## src/rtl/alu_cc_pkg.sv

```systemverilog
package alu_cc_pkg;
  localparam int FN_W   = 4;
  localparam int COND_W = 4;

  typedef enum logic [FN_W-1:0] {
    FN_ADD = 4'd0,
    FN_SUB = 4'd1,
    FN_AND = 4'd2,
    FN_XOR = 4'd3
  } alu_fn_e;

  typedef enum logic [COND_W-1:0] {
    CC_ALWAYS = 4'd0,
    CC_LE     = 4'd1,
    CC_LT     = 4'd2,
    CC_EQ     = 4'd3,
    CC_NE     = 4'd4,
    CC_GE     = 4'd5,
    CC_GT     = 4'd6
  } cond_e;

  typedef struct packed {
    logic z;
    logic s;
    logic o;
  } flags_t;
endpackage

```

## src/rtl/alu_cc_core.sv

```systemverilog
module alu_cc_core
  import alu_cc_pkg::*;
#(
  parameter int W = 64
) (
  input  logic [W-1:0]    a,
  input  logic [W-1:0]    b,
  input  logic [FN_W-1:0] fn,
  output logic [W-1:0]    res,
  output logic            ovf,
  output logic            fn_ok
);
  localparam int MSB = W - 1;

  logic [W-1:0] sum, diff;
  assign sum  = a + b;
  assign diff = b - a;

  always_comb begin
    res   = '0;
    ovf   = 1'b0;
    fn_ok = 1'b1;
    case (fn)
      FN_ADD: begin
        res = sum;
        ovf = (a[MSB] == b[MSB]) && (sum[MSB] != a[MSB]);
      end
      FN_SUB: begin
        res = diff;
        ovf = (a[MSB] != b[MSB]) && (diff[MSB] != b[MSB]);
      end
      FN_AND: res = a & b;
      FN_XOR: res = a ^ b;
      default: fn_ok = 1'b0;
    endcase
  end
endmodule

```

## src/rtl/alu_cc_flags.sv

```systemverilog
module alu_cc_flags
  import alu_cc_pkg::*;
(
  input  logic   clk,
  input  logic   rst,
  input  logic   load,
  input  flags_t nxt,
  output flags_t cur
);
  always_ff @(posedge clk) begin
    if (rst)       cur <= '{z: 1'b1, s: 1'b0, o: 1'b0};
    else if (load) cur <= nxt;
  end
endmodule

```

## src/rtl/alu_cc_cond.sv

```systemverilog
module alu_cc_cond
  import alu_cc_pkg::*;
(
  input  logic [COND_W-1:0] sel,
  input  flags_t            f,
  output logic              take
);
  logic lt;
  assign lt = f.s ^ f.o;

  always_comb begin
    case (sel)
      CC_ALWAYS: take = 1'b1;
      CC_LE:     take = lt | f.z;
      CC_LT:     take = lt;
      CC_EQ:     take = f.z;
      CC_NE:     take = ~f.z;
      CC_GE:     take = ~lt;
      CC_GT:     take = ~lt & ~f.z;
      default:   take = 1'b0;
    endcase
  end
endmodule

```

## src/rtl/alu_cc_unit.sv

```systemverilog
module alu_cc_unit
  import alu_cc_pkg::*;
#(
  parameter int W = 64
) (
  input  logic              clk,
  input  logic              rst,
  input  logic [W-1:0]      opnd_a,
  input  logic [W-1:0]      opnd_b,
  input  logic [FN_W-1:0]   func,
  input  logic              set_cc,
  input  logic [COND_W-1:0] cond_sel,
  output logic [W-1:0]      result,
  output logic              flag_z,
  output logic              flag_s,
  output logic              flag_o,
  output logic              cond_true
);
  logic [W-1:0] res_c;
  logic         ovf_c, fn_ok;
  flags_t       nxt_f, cur_f;

  alu_cc_core #(.W(W)) u_core (
    .a(opnd_a), .b(opnd_b), .fn(func),
    .res(res_c), .ovf(ovf_c), .fn_ok(fn_ok)
  );

  assign nxt_f = '{z: (res_c == '0), s: res_c[W-1], o: ovf_c};

  alu_cc_flags u_flags (
    .clk(clk), .rst(rst), .load(set_cc & fn_ok), .nxt(nxt_f), .cur(cur_f)
  );

  alu_cc_cond u_cond (.sel(cond_sel), .f(cur_f), .take(cond_true));

  always_ff @(posedge clk) begin
    if (rst) result <= '0;
    else     result <= res_c;
  end

  assign flag_z = cur_f.z;
  assign flag_s = cur_f.s;
  assign flag_o = cur_f.o;
endmodule

```

## config.mk

```make
export PLATFORM = sky130hd
export DESIGN_NAME = alu_cc_unit
export DESIGN_NICKNAME = d
export VERILOG_FILES = /design/src/rtl/alu_cc_pkg.sv /design/src/rtl/alu_cc_core.sv /design/src/rtl/alu_cc_flags.sv /design/src/rtl/alu_cc_cond.sv /design/src/rtl/alu_cc_unit.sv
export SDC_FILE = /design/constraint.sdc
export NUM_CORES = 1
export LEC_CHECK = 0
export BUFFER_PORTS_ARGS = -buffer_cell sky130_fd_sc_hd__buf_2
export CORE_MARGIN = 10
export CORE_UTILIZATION = 45
export CTS_CLUSTER_DIAMETER = 60
export DETAILED_ROUTE_END_ITERATION = 10
export PLACE_DENSITY = 0.66
export SLEW_MARGIN = 10
export SYNTH_ARGS = -nofsm -noshare
export SYNTH_HDL_FRONTEND = slang
export SYNTH_SLANG_ARGS = --single-unit
```

## constraint.sdc

```tcl
create_clock -name clk -period 4.7 [get_ports clk]
set_clock_uncertainty 0.2 [all_clocks]
set_input_delay 0.47 -clock clk [delete_from_list [all_inputs] [get_ports clk]]
set_output_delay 0.47 -clock clk [all_outputs]
set_load 0.1 [all_outputs]
```

* Word level (Yosys, flattened, before mapping)
Index checks and enable logic that the tools add are counted.
** Storage, ports and cells
- Register bits after elaboration :: 67
** Cells by class
- Add/subtract/negate cells :: 2
- Equal/unequal tests :: 13
- Multiplexer cells :: 4
- Bitwise operators :: 8
- Reductions and logical operators :: 6
** Operator list (number)
- case mux 64 bit (4 select lines) :: 1
- adder 64 bit :: 1
- bitwise AND 64 bit :: 1
- logical NOT 64 bit :: 1
- subtractor 64 bit :: 1
- XOR 64 bit :: 1
- equality test 4 x 2 -> 1 bit, second input constant :: 4
- equality test 4 x 3 -> 1 bit, second input constant :: 3
- equality test 4 x 1 -> 1 bit, second input constant :: 2
- logical NOT 4 bit :: 2
- case mux 1 bit (7 select lines) :: 1
- OR reduction 4 bit :: 1
- inequality test 1 bit :: 3
- bitwise AND 1 bit :: 2
- logical AND 1 bit :: 2
- NOT 1 bit :: 2
- case mux 1 bit (2 select lines) :: 1
- equality test 1 bit :: 1
- two-way mux 1 bit :: 1
- OR 1 bit :: 1
- XOR 1 bit :: 1

* Logic depth before layout (Yosys ltp)
- Word-level depth :: 4
- Gate-level depth with buffers :: 16
- Mapped depth without buffers :: 16

* Cells and area by module
Synthesis repeated with hierarchy kept, for this count alone.
** Unflattened totals
- Cell total of the unflattened synthesis :: 1690
- Area, all modules :: 11534.8 um2
** Modules (own cells, without submodules)
- alu_cc_core :: times used 1, cells each 1514, area each 9491.6 um2
- alu_cc_unit :: times used 1, cells each 157, area each 1859.3 um2
- alu_cc_flags :: times used 1, cells each 9, area each 102.6 um2
- alu_cc_cond :: times used 1, cells each 10, area each 81.3 um2

* Worst setup path after synthesis
Ideal clock, no wire load.
- Path kind :: input to register
- From :: input port opnd_b[0]
- To :: register u_flags.cur[2] in the netlist's numbering
- Data arrival time :: 3.632 ns
- Data required time :: 4.439 ns
- Slack :: 0.808 ns
- Stages on the path :: 16
- Cells stage by stage :: inv_1 > ha_1 > fa_1 > and2b_1 > o2111ai_2 > a2111oi_4 > o311ai_4 > a311o_1 > a21oi_1 > or4_1 > o41ai_1 > nor4_1 > o211a_1 > nand4_1 > nor4_2 > a211o_1
** Between the ends
- Cells in the longest elaborated chain, start to end :: 3
- Elaborated cells on any way between the ends :: 6
** Ends and longest elaborated chain
- from (decl) :: line alu_cc_unit.sv:9 : input logic [W-1:0] opnd_b,
- subtractor 64 bit (tied with other cells) :: line alu_cc_core.sv:17 : assign diff = b - a;
- case mux 64 bit (4 select lines) * :: line alu_cc_core.sv:23 : case (fn)
- logical NOT 64 bit * :: line alu_cc_unit.sv:28 : assign nxt_f = '{z: (res_c == '0), s: res_c[W-1], o: ovf_c};
- to (signal assigned) :: line alu_cc_flags.sv:11 : if (rst) cur <= '{z: 1'b1, s: 1'b0, o: 1'b0};
- to (signal assigned) :: line alu_cc_flags.sv:12 : else if (load) cur <= nxt;
- to (decl) :: line alu_cc_flags.sv:8 : output flags_t cur
Mark *: on every way between the ends. The rest lies on a longest branch, timed or not.
A chain may end at the register's enable or synchronous reset.

* Worst setup path after layout
Same ends and word-level chain as after synthesis.

==> run summary <==
result of the run = complete, no violations
First DRT Iteration DRCs = 2624
combined area of all synthesized cells = 13100 µm²
Routed wire per std cell = 25.2 µm
pre-CTS worst setup slack = -0.0514 ns
end of the worst register-to-register path = u_flags.cur[2]
Bufs on Longest Clock Path = 2
NumNets Final = 2587
maximum clock frequency = 0.220 GHz
peak per-stage delay on the critical path = 0.53 ns
critical path depth in cells = 19
Pleak = 0.00754 µW
number of fill cells = 2808
count of cell types in the netlist = 113
final hold violation count = 0
clock share of power = 24.5%
internal power consumption = 1980 µW
maximum level of the CTS H-tree = 3
RSZ-0062 raised after global routing = no
IR Drop Worst-Case VDD = 166 µV
min-delay worst type = in -> reg
signal arrival time at the worst endpoint = 4.68 ns
crit-path cells = buf_2 > inv_1 > ha_1 > fa_1 > and2b_1 > o2111ai_2 > a2111oi_4 > buf_4 > o311ai_4 > buf_4 > a2111oi_0 > or4_1 > o311ai_1 > nor2_1 > nand4_1 > nor3b_1 > nand4_1 > nor4_2 > a211o_1
Clock transition at path regs = 0.09 ns
area share of the largest cell type after synthesis = 12.3%
Max transition margin = 38.9%
Mean Syn Cell Area = 6.91 µm²
Core ar. = 28600 µm²
drt drc = 0
period utilisation layout = 96.7%
worst path buffer plus inverter count = 4
overall track demand over capacity in global routing = 35.7%
routed wire length = 68200 µm
Yosys warning total = 0
count of cells along the worst register-to-register path = 1
overall power after layout = 3690 µW
number of register bits inferred by synthesis = 67
effective utilization at floorplan = 45.6%
CTS Sinks = 67
die outline height = 190 µm
clock root buffer = sky130_fd_sc_hd__clkbuf_16
post-synth net total = 2157
length of the first detailed-routing pass in iterations = 6
global-route wire length before repair = 101000 µm
data required time at the worst endpoint = 4.83 ns
max-slew violation count = 0
ratio of cells with drive above 1 in the final layout = 27.5%
worst r2r src = u_flags.cur[2]
max-cap violations = 0
Multi-input gate area = 10700 µm²
average via count per standard cell = 6.54
number of buffers added by the clock tree synthesis step = 9
transition time at the pin with the least slew margin = 0.914 ns
flop-to-flop setup slack = 3.75 ns
later-pin clock latency in the skew report = 0.35 ns
routability congestion estimate = 1.05
most frequent standard cell in the layout excluding fill and tap cells = sky130_fd_sc_hd__buf_4
pin count of the biggest net entering global routing = 65
critical path startpoint = opnd_b[0]
overflow left after global routing = 0
Hold Slack = 0.147 ns
antenna violations before repair = 3
storage element area = 1340 µm²
Reg power frac = 15.9%
startpoint kind of the worst setup timing path = input port
Top Ports = 207
Std-Cell Rows = 62
Switching Fraction = 46.4%
Cells after Synth = 1888
highest-delay cell along the critical path = sky130_fd_sc_hd__a2111oi_0
CTS tree = built
final setup violating endpoints = 0
combinational share of power = 59.6%
design area = 16900 µm²
Antenna diodes = 0
most frequent cells in the layout = sky130_fd_sc_hd__buf_4 (317), sky130_fd_sc_hd__a21oi_1 (209), sky130_fd_sc_hd__buf_2 (206), sky130_fd_sc_hd__nor2_1 (201), sky130_fd_sc_hd__nand2_1 (150)
destination of the critical timing path = u_flags.cur[2]
crit end category = flip-flop
Synth area leaders = sky130_fd_sc_hd__ha_1 (12%), sky130_fd_sc_hd__dfxtp_1 (10%), sky130_fd_sc_hd__a21oi_1 (8.0%)
Synth-to-Final Area Change = 29.5%
setup total negative slack = 0 ns
routed vias = 17700
count of buffers inserted at the top-level ports = 206
overall die area = 36200 µm²
placement-stage cell area = 16500 µm²
post-detail-place hpwl = 55900 µm
portion of the post-synthesis area used by sequential elements = 10.3%
smallest setup slack after layout = 0.155 ns
CP Class = in -> reg
EDFF count, synth = 0
kind of cell with the highest combined delay on the critical path = simple AND/OR/NAND/NOR gates
startpoint of the most critical hold path = rst
time the final worst path needs with I/O delays and setup = 4.55 ns
primary flip-flop cell chosen by synthesis mapping = sky130_fd_sc_hd__dfxtp_1
maximum fanout count along the critical path = 5
Routed Antenna Nets = 0
area leader, netlist = sky130_fd_sc_hd__ha_1
number of global-route vias before repair = 16800
hold bufs inserted after CTS = 0
P per Cell Area = 218 nW/µm²
x dimension of the die = 190 µm
proportion of register bits with asynchronous set or reset after synthesis = 0%
total net switching power = 1710 µW
[metal layers]
layer | share of wire (%) | vias to the layer above | global-route usage (%)
li1 | - | 7982 | -
met1 | 41 | 8224 | 46.4
met2 | 42 | 1232 | 54.1
met3 | 12 | 265 | 8.91
met4 | 5.5 | 4 | 17.5
met5 | 0.041 | - | 0
[metrics by stage]
step	utilization (%)	cells
after floorplan	-	1888
after global placement	57.7	2689
after detailed placement	57.7	2689
after CTS	59.0	2705
after global routing	59.0	2707
final	59.0	2707
[layout make-up]
type,count,area share (%)
clock buffer,10,1.35
clock inverter,6,0.814
inverter,142,3.15
multi-input combinational,1570,63.1
sequential,67,7.94
tap,384,2.84
timing repair buffer,528,20.8
[worst min path at each step]
stage,end,slack [ns],depth (start not counted)
floorplan,u_flags.cur[1],0.34,1
global placement,u_flags.cur[0],0.34,2
detailed placement,u_flags.cur[0],0.34,2
CTS,u_flags.cur[1],0.14,2
global route,u_flags.cur[1],0.16,2
finish,u_flags.cur[2],0.15,2
[power groups by stage]
stage / Clock, µW / Sequential, µW / Combinational, µW
finish: 903 / 587 / 2200
global route: 929 / 587 / 2320
detailed placement: 0 / 599 / 2110
global placement: 0 / 599 / 2090
CTS: 902 / 586 / 2120
floorplan: 0 / 698 / 1150
[timing repair]
item                       CTS  global route
gates resized for setup      0             0
setup buffers                0             2
setup endpoints to repair    0             1
[cells by family after synthesis]
family / Yosys count / share of synthesized area (%)
compound gates: 698 / 38.4
buf+inv: 251 / 8.13
simple gates: 685 / 26.4
flops: 67 / 10.3
xor+xnor: 28 / 1.88
mux: 29 / 2.38
fa+ha+maj: 130 / 12.6
[cells in the mapped netlist, types with 10 or more instances]
library cell               count
sky130_fd_sc_hd__ha_1        128
sky130_fd_sc_hd__clkbuf_1     56
sky130_fd_sc_hd__a21o_1       29
sky130_fd_sc_hd__or4_1        11
sky130_fd_sc_hd__buf_1        11
sky130_fd_sc_hd__buf_4        14
sky130_fd_sc_hd__o31ai_1      57
sky130_fd_sc_hd__nor2_1      203
sky130_fd_sc_hd__a211oi_1     32
sky130_fd_sc_hd__a221oi_1     11
sky130_fd_sc_hd__nand2b_1     13
sky130_fd_sc_hd__xnor2_1      27
sky130_fd_sc_hd__o21a_1       19
sky130_fd_sc_hd__or3_1        16
sky130_fd_sc_hd__buf_2        23
sky130_fd_sc_hd__and3_1       16
sky130_fd_sc_hd__o22ai_1      13
sky130_fd_sc_hd__nor3_1       58
sky130_fd_sc_hd__o211ai_1     26
sky130_fd_sc_hd__a21oi_1     209
sky130_fd_sc_hd__and2_1       10
sky130_fd_sc_hd__nand4_1      57
sky130_fd_sc_hd__mux2i_1      22
sky130_fd_sc_hd__o21bai_1     25
sky130_fd_sc_hd__a31oi_1      19
sky130_fd_sc_hd__nand2_1     150
sky130_fd_sc_hd__nand3_1      36
sky130_fd_sc_hd__nor2b_1      24
sky130_fd_sc_hd__o21ai_0      70
sky130_fd_sc_hd__dfxtp_1      67
sky130_fd_sc_hd__o31a_1       11
sky130_fd_sc_hd__nor4_1       41
sky130_fd_sc_hd__inv_1       131
[registers in the layout, indices dropped and copies added, names as in the netlist]
signal,cells
u_flags.cur,3
result,64
Power figures use the tool's default switching activity.
